### config.mk
export PLATFORM = sky130hd
export DESIGN_NAME = deadband_pair
export DESIGN_NICKNAME = d
export VERILOG_FILES = /design/src/rtl/dtg_pkg.sv /design/src/rtl/dtg_decode.sv /design/src/rtl/dtg_core.sv /design/src/rtl/deadband_pair.sv
export SDC_FILE = /design/constraint.sdc
export NUM_CORES = 1
export LEC_CHECK = 0
export BUFFER_PORTS_ARGS = -buffer_cell sky130_fd_sc_hd__buf_2
export CORE_MARGIN = 10
export CORE_UTILIZATION = 25
export CTS_BUF_LIST = sky130_fd_sc_hd__clkbuf_4
export DETAILED_ROUTE_END_ITERATION = 8
export PLACE_DENSITY_LB_ADDON = 0.3
export SETUP_SLACK_MARGIN = 0.02
export SLEW_MARGIN = 25
export SYNTH_ARGS = -nofsm -noshare
export SYNTH_HDL_FRONTEND = slang
export SYNTH_SLANG_ARGS = --single-unit
### constraint.sdc
create_clock -name clk -period 2.35 [get_ports clk]
set_input_delay 0.1175 -clock clk [delete_from_list [all_inputs] [get_ports clk]]
set_output_delay 0.1175 -clock clk [all_outputs]
set_load 0.03 [all_outputs]
### src/rtl/dtg_pkg.sv
package dtg_pkg;
    localparam int DTG_CODE_W = 8;
    localparam int DTG_DIV_W  = 2;
    localparam int DTG_CNT_W  = 12;
    localparam logic [DTG_CNT_W-1:0] DTG_MAX_CYC = 12'd4032;

    typedef enum logic [DTG_DIV_W-1:0] {
        DIV_X1   = 2'b00,
        DIV_X2   = 2'b01,
        DIV_X4   = 2'b10,
        DIV_RSVD = 2'b11
    } div_sel_e;

    typedef struct packed {
        logic                 arm;
        logic                 lvl;
        logic [DTG_CNT_W-1:0] cnt;
        logic                 hi;
        logic                 lo;
    } dtg_state_t;
endpackage

### src/rtl/dtg_decode.sv
module dtg_decode
    import dtg_pkg::*;
(
    input  logic [DTG_CODE_W-1:0] code_i,
    input  logic [DTG_DIV_W-1:0]  div_i,
    output logic [DTG_CNT_W-1:0]  cycles_o
);
    logic [DTG_CNT_W-1:0] ticks;

    // Range select on the top code bits; each range has its own step.
    always_comb begin
        casez (code_i[7:5])
            3'b0??:  ticks = {4'b0000, code_i};
            3'b10?:  ticks = {4'b0000, 1'b1, code_i[5:0], 1'b0};
            3'b110:  ticks = {3'b000, 1'b1, code_i[4:0], 3'b000};
            default: ticks = {2'b00, 1'b1, code_i[4:0], 4'b0000};
        endcase
    end

    // Tick length in kernel clocks; reserved select behaves as x1.
    always_comb begin
        case (div_sel_e'(div_i))
            DIV_X2:  cycles_o = ticks << 1;
            DIV_X4:  cycles_o = ticks << 2;
            default: cycles_o = ticks;
        endcase
    end
endmodule

### src/rtl/dtg_core.sv
module dtg_core
    import dtg_pkg::*;
#(
    parameter int CNT_W = DTG_CNT_W
) (
    input  logic             clk,
    input  logic             rst_n,
    input  logic             en_i,
    input  logic             ref_i,
    input  logic [CNT_W-1:0] dt_cycles_i,
    output logic             main_o,
    output logic             comp_o
);
    localparam logic [CNT_W-1:0] ONE = {{(CNT_W-1){1'b0}}, 1'b1};

    dtg_state_t st_q, st_d;
    logic       edge_hit;
    logic       no_delay;

    always_comb begin
        st_d     = st_q;
        st_d.lvl = ref_i;
        edge_hit = !st_q.arm || (ref_i != st_q.lvl);
        no_delay = (dt_cycles_i == '0);
        if (!en_i) begin
            st_d.arm = 1'b0;
            st_d.cnt = '0;
            st_d.hi  = 1'b0;
            st_d.lo  = 1'b0;
        end else if (edge_hit) begin
            // Capture the delay; the leaving phase drops at once.
            st_d.arm = 1'b1;
            st_d.cnt = no_delay ? '0 : dt_cycles_i;
            st_d.hi  = ref_i && no_delay;
            st_d.lo  = !ref_i && no_delay;
        end else if (st_q.cnt != '0) begin
            st_d.cnt = st_q.cnt - ONE;
            if (st_q.cnt == ONE) begin
                st_d.hi = st_q.lvl;
                st_d.lo = !st_q.lvl;
            end
        end
    end

    always_ff @(posedge clk or negedge rst_n) begin
        if (!rst_n) begin
            st_q <= '0;
        end else begin
            st_q <= st_d;
        end
    end

    assign main_o = st_q.hi;
    assign comp_o = st_q.lo;

    AST_NO_OVERLAP: assert property (@(posedge clk) disable iff (!rst_n)
        !(main_o && comp_o));
    AST_OFF_WHEN_DISABLED: assert property (@(posedge clk) disable iff (!rst_n)
        !en_i |=> (!main_o && !comp_o));
    AST_MAIN_DROPS: assert property (@(posedge clk) disable iff (!rst_n)
        $fell(ref_i) |=> !main_o);
    AST_COMP_DROPS: assert property (@(posedge clk) disable iff (!rst_n)
        $rose(ref_i) |=> !comp_o);
    AST_ZERO_FOLLOWS: assert property (@(posedge clk) disable iff (!rst_n)
        (en_i && st_q.arm && st_q.cnt == '0 && dt_cycles_i == '0)
        |=> (main_o == $past(ref_i) && comp_o == !$past(ref_i)));
    AST_COUNT_BOUND: assert property (@(posedge clk) disable iff (!rst_n)
        st_q.cnt <= DTG_MAX_CYC);
endmodule

### src/rtl/deadband_pair.sv
module deadband_pair
    import dtg_pkg::*;
(
    input  logic       clk,
    input  logic       rst_n,
    input  logic       en,
    input  logic       pwm_ref,
    input  logic [7:0] dt_code,
    input  logic [1:0] tick_div,
    output logic       drv_hi,
    output logic       drv_lo
);
    logic [DTG_CNT_W-1:0] dt_cycles;

    dtg_decode u_decode (
        .code_i   (dt_code),
        .div_i    (tick_div),
        .cycles_o (dt_cycles)
    );

    dtg_core #(.CNT_W(DTG_CNT_W)) u_core (
        .clk         (clk),
        .rst_n       (rst_n),
        .en_i        (en),
        .ref_i       (pwm_ref),
        .dt_cycles_i (dt_cycles),
        .main_o      (drv_hi),
        .comp_o      (drv_lo)
    );
endmodule

==> results.md, run 1 <==
- Series of cell instances along the critical path: inv_1, ha_1, and4b_1, a311oi_1, buf_4, nor4bb_1, nand4_1, o21ai_1
- Largest net degree at the start of global routing: 20
- Fin crit share: 0.827
- Power Dens Cells: 498 nW/um^2
- Relative contribution of the clock network to total power: 0.188
- Fill cell total of the finished layout: 619
- Setup skew after layout: 0.00158 ns
- Share of final-layout standard cells stronger than drive strength 1: 0.138
- CP arrival: 2.16 ns
- Antenna diodes: 0
- GR Layer Usage met1: 0.118
- Register cell area after layout: 400 um^2
- Insertion delay of the later-clocked pin in the worst-skew pair: 0.28 ns
- Logic gate share of total power: 0.403
- Worst Hold Launch: pwm_ref
- Initial antenna violation count: 0
- Initial DRT Pass Iterations: 4
- Library cells used by synthesis: 53
- Via count of the first global-routing pass: 1314
- Clock period minus final worst setup slack: 1.94 ns
- Leakage power total: 0.674 nW
- Synth Area per Inst: 8.05 um^2
- Max H-tree Level: 1
- Count of buffer and inverter cells on the critical path: 2
- Drc violations: 0
- Setup violations, final: 0
- Root Buffer Master: clkbuf_4
- Routed wire length per instance: 14.3 um
- Wire length of the first global-routing pass: 6390 um
- Worst IR Drop VDD: 0.132 mV
- Number of clock sinks seen by CTS: 16
- Post-synth net total: 193
- Proportion of total power due to net switching: 0.372
- Synthesis-to-finish area growth: 12.6%
- YS warnings: 0
- Routed via count divided by cell count: 5.15
- Max Root-Sink Buffers: 2
- Req. time, crit path: 2.57 ns
- Number of cells on the worst reg-to-reg path: 8
- Ys async rst share: 1.00
- Nets@finish: 207
- Mapped Cells: 175
- Largest delay share family, worst path: simple AND/OR/NAND/NOR gates
- Slowest stage cell on the critical path: dfrtp_1
- Stage delay of the slowest cell on the critical path: 0.41 ns
- Height of the die: 95.1 um
- Unrepaired setup endpoints after global routing: false
- Final hold slack: 0.0206 ns
- Max-cap check violation count: 0
- Clock transition at the registers of the reported paths: 0.09 ns
- Proportion of synthesized chip area in sequential cells: 0.284
- Die Wd: 95.1 um
- Register-to-register path setup slack: 0.41 ns
- Outcome: complete, no violations
- Switching power: 0.000294 W
- Met3 routing resource usage after global routing: 0.0165
- Final weighted congestion in routability-driven placement: 0.833
- Boundary pin count: 16
- Count of nets left with antenna violations after detail routing: 0
- Relative slew slack: 0.592
- Int Power: 0.000497 W
- CP Capture Type: flop
- Pin slew with the least headroom to its limit: 0.611 ns
- Total congestion overflow: 0
- Total vias in the final route: 1338
- CTS tree: yes
- Combined area of all synthesized cells: 1410 um^2
- Hold Buf Count CTS: 1
- Cell row count: 27
- Hold worst-path end: u_core.st_q[14]
- Maximum clock rate: 515 MHz
- Routing usage on met2: 0.129
- Reg-to-reg startpoint: u_core.st_q[2]
- Hold Path Depth: 1
- Port bufs: 15
- Setup TNS: 0 ns
- Die area: 9040 um^2
- Post-detail-place hpwl: 2840 um
- Most used flip-flop cell after synthesis: dfrtp_1
- Overall routed net length: 3710 um
- Final Slew Violations: 0
- Initial Utilization: 0.257
- PostCTS Resize Cnt: 0
- Total count of hold-check failures in the final report: 0
- Most used routing layer in global routing: met2
- Post-CTS setup-driven buffer insertion count: 0
- Endpoint of the worst-slack reg-to-reg timing path: u_core.main_o
- Sequential fraction of design power: 0.409
- Post-synth EDFFs: 0
- Core Footprint: 5470 um^2
- GRT Resource Usage Total: 0.0860
- Largest fanout of any net on the critical path: 5
- Critical path launch point type: flop
- Detailed Route Iter0 Violations: 46
- Critical path class: flop to flop
- Number of register bits inferred by synthesis: 16
- Class of the most critical hold timing path: primary input to flop
- Area of combinational cells with multiple inputs: 921 um^2
- Number of CTS-inserted buffers: 3
-- per-layer routing --
metal,up-vias,part of all wire
li1,679,-
met1,630,0.52
met2,25,0.44
met3,4,0.033
met4,0,0.013
met5,-,0
-- registers in the layout, summed over array words and instances, names as in the netlist --
name           cells
u_core.comp_o      1
u_core.main_o      1
u_core.st_q       14
-- worst max-delay path by stage --
stage | slack (ns) | cells after the start | end | startpoint
6_report | 0.41 | 8 | u_core.main_o | u_core.st_q[2]
5_1_grt | 0.21 | 8 | u_core.main_o | u_core.st_q[2]
4_1_cts | 0.40 | 8 | u_core.main_o | u_core.st_q[2]
3_5_place_dp | 0.21 | 7 | u_core.comp_o | dt_code[7]
3_3_place_gp | 0.22 | 7 | u_core.main_o | dt_code[7]
2_1_floorplan | 0.46 | 8 | u_core.comp_o | tick_div[0]
-- synthesized netlist by cell type (2+ instances only) --
master     instances  area [um^2]
o21ai_0            5         25.0
inv_1              9         33.8
ha_1               4         50.1
nand2_1           11         41.3
o21ai_1            3         15.0
nand3_1            3         15.0
a22oi_1            3         22.5
xor2_1             2         17.5
a311oi_1           3         26.3
a2bb2oi_1          2         17.5
nor2_1            22         82.6
a21oi_1           10         50.1
a31oi_1            2         12.5
xnor2_1            8         70.1
nor2b_1            3         18.8
nor4_1             3         18.8
nand4_1            2         12.5
a211oi_1           7         52.6
o2bb2ai_1          2         17.5
mux2i_1            2         20.0
and4b_1            3         30.0
and3_1             2         12.5
nor3_1             4         20.0
o22a_1             2         17.5
nand3b_1           2         15.0
nand2b_1           5         31.3
o31ai_1            2         15.0
or2_2              2         12.5
dfrtp_1           16          400
clkbuf_1           8         30.0
-- cells by family (layout without fill, tap and decap cells) --
group,count (synthesis),in the layout,share of synthesized area
AO/OA/AOI/OAI,54,54,0.279
AND/OR/NAND/NOR,68,68,0.255
multiplexers,3,3,0.0222
adder cells (fa/ha/maj),4,4,0.0355
buffers and inverters,20,33,0.0622
XOR/XNOR,10,10,0.0622
flip-flops,16,16,0.284
-- worst register-to-register path: stages (launching register included) --
cell and delay (ns):
dfrtp_1 0.41, inv_1 0.09, ha_1 0.25, and4b_1 0.27, a311oi_1 0.09, buf_4 0.16, nor4bb_1 0.34, nand4_1 0.14
o21ai_1 0.13
-- power groups by stage --
| stage | Combinational, W | Sequential [W] | Clock [W] |
|---|---|---|---|
| floorplan | 0.000232 | 0.000327 | 0 |
| global placement | 0.000319 | 0.000329 | 0 |
| detailed placement | 0.000316 | 0.000328 | 0 |
| CTS | 0.000319 | 0.000323 | 0.000159 |
| global route | 0.000359 | 0.000328 | 0.000170 |
| finish | 0.000319 | 0.000323 | 0.000148 |
-- cells in the final DEF (no fill, tap or decap), drive strengths merged, types with 3 or more instances in the layout --
cell / count
a211oi: 7
a21oi: 10
a22oi: 3
a311oi: 3
and4b: 3
buf: 19
clkbuf: 3
dfrtp: 16
ha: 4
inv: 9
nand2: 11
nand2b: 5
nand3: 3
nor2: 22
nor2b: 3
nor3: 4
nor4: 3
o21ai: 8
xnor2: 8
-- area by class of cell --
class / count / area share
multi-input combinational: 139 / 0.580
timing repair buffer: 20 / 0.0726
clock buffer: 3 / 0.0142
inverter: 9 / 0.0213
sequential: 16 / 0.252
tap: 72 / 0.0568
clock inverter: 1 / 0.00237
-- per-stage QoR --
step                power (W)  utilization  setup slack [ns]  cells  instance area (um^2)
finish               0.000791        0.290             0.407    260                  1590
global route         0.000857        0.290             0.205    260                  1590
CTS                  0.000801        0.290             0.403    260                  1590
detailed placement   0.000644        0.283             0.214    255                  1550
global placement     0.000648        0.283             0.217    255                  1550
floorplan            0.000559            -             0.462    175                  1410
Note: power is estimated with default switching activity, not from simulation.
==> run 2: changes to the inputs <==
- ABC_AREA: not set -> 1
- clock period: 2.35 -> 1.64 ns (I/O delays scaled with it)
==> run 2 against run 1 <==
Cell count rose by 35%. Die area rose by 3.7%. Non-clock buffer count rose by 26. Total power rose by 56%. Fmax rose by 25%. Sequential share of layout area fell by 4.4 points. Clock power rose by 47%. Sequential cell count did not move. Largest power group is now combinational cells. Highest routed layer unchanged.
==> results.md, run 2 <==
- Final Slew Violations: 0 (unchanged)
- Fin crit share: 0.948 (+0.121)
- Overall routed net length: 3970 um (+7.1%)
- Root Buffer Master: clkbuf_4
- Pin slew with the least headroom to its limit: 0.380 ns (-0.231 ns)
- Register with the most flip-flops: u_core.st_q
- Largest delay share family, worst path: simple AND/OR/NAND/NOR gates
- Max Root-Sink Buffers: 2 (unchanged)
- Via count of the first global-routing pass: 1537 (+17%)
- CTS tree: yes
- Boundary pin count: 16 (unchanged)
- Library cell occupying the most area in the post-synthesis netlist: dfrtp_1
- Fill cell total of the finished layout: 620 (+0.16%)
- Outcome: complete, no violations
- Height of the die: 96.8 um (+1.8%)
- Setup violations, final: 0 (unchanged)
- Area contributors post-synth: dfrtp_1 (27%), nand2_1 (15%), nand3_1 (8.5%)
- Most common cell in the netlist: nand2_1
- Post-synth net total: 254 (+32%)
- Worst IR Drop VDD: 0.231 mV (+75%)
- Req. time, crit path: 1.86 ns (-0.71 ns)
- Drc violations: 0 (unchanged)
- Max H-tree Level: 1 (unchanged)
- Most used flip-flop cell after synthesis: dfrtp_1
- Setup TNS: 0 ns (unchanged)
- Core Footprint: 5610 um^2 (+2.5%)
- Worst-case setup slack after placement: 0.0494 ns (-0.164 ns)
- YS warnings: 0 (unchanged)
- Library cells used by synthesis: 34 (-36%)
- Count of buffer and inverter cells on the critical path: 3 (+1)
- Slowest stage cell on the critical path: dfrtp_1
- Initial DRT Pass Iterations: 6 (+2)
- Ys async rst share: 1.00 (unchanged)
- Total vias in the final route: 1608 (+20%)
- Largest fanout of any net on the critical path: 4 (-1)
- Unrepaired setup endpoints after global routing: true
- Series of cell instances along the critical path: inv_2, nand2_2, nor2_4, nand2_2, nor2_4, nand2_4, nor3_4, buf_4, inv_2, o21ai_1
- Leakage power total: 1.01 nW (+50%)
- Max-cap check violation count: 0 (unchanged)
- Register-to-register path setup slack: 0.09 ns (-0.32 ns)
- Final weighted congestion in routability-driven placement: 0.862 (+3.4%)
- Number of clock sinks seen by CTS: 16 (unchanged)
- CP arrival: 1.77 ns (-0.39 ns)
- Mapped Cells: 236 (+35%)
- Detailed Route Iter0 Violations: 108 (+130%)
- Stage delay of the slowest cell on the critical path: 0.42 ns (about the same)
- Cell row count: 27 (unchanged)
- Clock period minus final worst setup slack: 1.55 ns (-0.389 ns)
- Most frequent cells after synthesis: nand2_1 (60), nor2_1 (30), inv_1 (27)
- Proportion of synthesized chip area in sequential cells: 0.271 (-0.0128)
- Clock transition at the registers of the reported paths: 0.10 ns (about the same)
- Post-synth EDFFs: 0 (unchanged)
- Highest-count cells in the layout ignoring fill and taps: nand2_1 (56), nor2_1 (28), buf_4 (28)
- Maximum clock rate: 643 MHz (+25%)
- Total congestion overflow: 0 (unchanged)
- Critical path launch point type: flop
- CP Capture Type: flop
- Synth Area per Inst: 6.25 um^2 (-22%)
- Routed via count divided by cell count: 4.57 (-11%)
- Post-detail-place hpwl: 3150 um (+11%)
- Setup skew after layout: 0.00578 ns (+0.00419 ns)
- Critical path class: flop to flop
- Initial antenna violation count: 0 (unchanged)
- Combined area of all synthesized cells: 1480 um^2 (+4.7%)
- Die area: 9370 um^2 (+3.7%)
- Count of nets left with antenna violations after detail routing: 0 (unchanged)
- Relative slew slack: 0.746 (+0.154)
- Power Dens Cells: 641 nW/um^2 (+29%)
- Area share of the leading cell type in the synthesized netlist: 0.271 (-0.0128)
- Die Wd: 96.8 um (+1.8%)
- Final WS setup: 0.0859 ns (-0.321 ns)
- Port bufs: 15 (unchanged)
- Routed wire length per instance: 11.3 um (-21%)
- Nets@finish: 299 (+44%)
- Synthesis-to-finish area growth: 30.2%
- Insertion delay of the later-clocked pin in the worst-skew pair: 0.30 ns (+0.02 ns)
- Largest register FFs: 14 (unchanged)
- Antenna diodes: 0 (unchanged)
- Share of final-layout standard cells stronger than drive strength 1: 0.275 (+0.137)
- GRT Resource Usage Total: 0.0827 (-0.00323)
- Largest net degree at the start of global routing: 17 (-15%)
- Number of CTS-inserted buffers: 3 (unchanged)
- Total count of hold-check failures in the final report: 0 (unchanged)
- Wire length of the first global-routing pass: 6840 um (+7.1%)
- Class of the most critical hold timing path: primary input to asynchronous set/reset pin
- Initial Utilization: 0.263 (+0.00562)
- Leading cell type in the layout, fill and taps excluded: nand2_1
- Number of register bits inferred by synthesis: 16 (unchanged)
==> run 2: cell types whose count changed after synthesis, sizes merged, moves of 5 or more <==
cell	previous run	this run
a211oi	7	1
clkbuf	8	1
inv	9	35
nand2	11	62
nand2b	5	0
nand3	3	25
nand4	2	8
nor2	22	34
nor3	4	9
xnor2	8	1
==> run 2: metal layers <==
| metal | vias to the layer above | GRT usage | wire (um) |
|---|---|---|---|
| li1 | 861 | - | - |
| met1 | 716 | 0.109 | 1980 |
| met2 | 26 | 0.134 | 1820 |
| met3 | 5 | 0.0185 | 123 |
| met4 | 0 | 0.0169 | 44 |
| met5 | - | 0 | 0 |
==> run 2: repair_timing <==
item | 4_1_cts | 5_1_grt
gates resized for setup | 0 | 18
buffers inserted | 0 | 4
hold buffers | 3 | 0
endpoints found under the hold margin | 18 | 0
setup endpoints to repair | 0 | 14
==> run 2: logic make-up (layout without fill, tap and decap cells) <==
family	after synthesis	count (layout)	synth area share
compound gates	29	29	0.120
xor+xnor	4	4	0.0238
fa+ha+maj	4	4	0.0339
buf+inv	41	85	0.120
flops	16	16	0.271
simple gates	142	142	0.432
==> run 2: worst paths after layout <==
kind / startpoint / end / depth (start not counted)
worst max-delay path: u_core.st_q[5] / u_core.st_q[3] / 10
worst min-delay path: rst_n / u_core.st_q[14] / 2
worst max register to register: u_core.st_q[5] / u_core.st_q[3] / 10
worst min register to register: u_core.comp_o / u_core.comp_o / 2
max in group asynchronous: rst_n / u_core.st_q[6] / 2
min in group clk: dt_code[0] / u_core.st_q[3] / 5
==> run 2: through the flow <==
stage,hold WS (ns),instances,utilization,cell area (um^2),total power [W]
2_1_floorplan,-0.214,236,-,1480,0.000779
3_3_place_gp,0.0247,341,0.317,1780,0.000954
3_5_place_dp,0.0275,341,0.317,1780,0.000952
4_1_cts,0.232,348,0.327,1830,0.00118
5_1_grt,0.241,352,0.342,1920,0.00134
6_report,0.221,352,0.342,1920,0.00123
==> run 2: final cells by class <==
class                   count  area [um^2]  share of cell area
clock buffers               3         22.5              0.0117
clock inverters             1         3.75             0.00195
inverters                  35          134              0.0697
multi-input cells         179          955               0.497
flip-flops and latches     16          400               0.208
well taps                  72         90.1              0.0469
repair buffers             46          315               0.164
==> run 2: report_power, final <==
group | switching [W] | total [W] | internal [W]
logic | 0.000319 | 0.000557 | 0.000238
registers | 0.0000288 | 0.000457 | 0.000428
clock network | 0.000130 | 0.000218 | 0.0000887
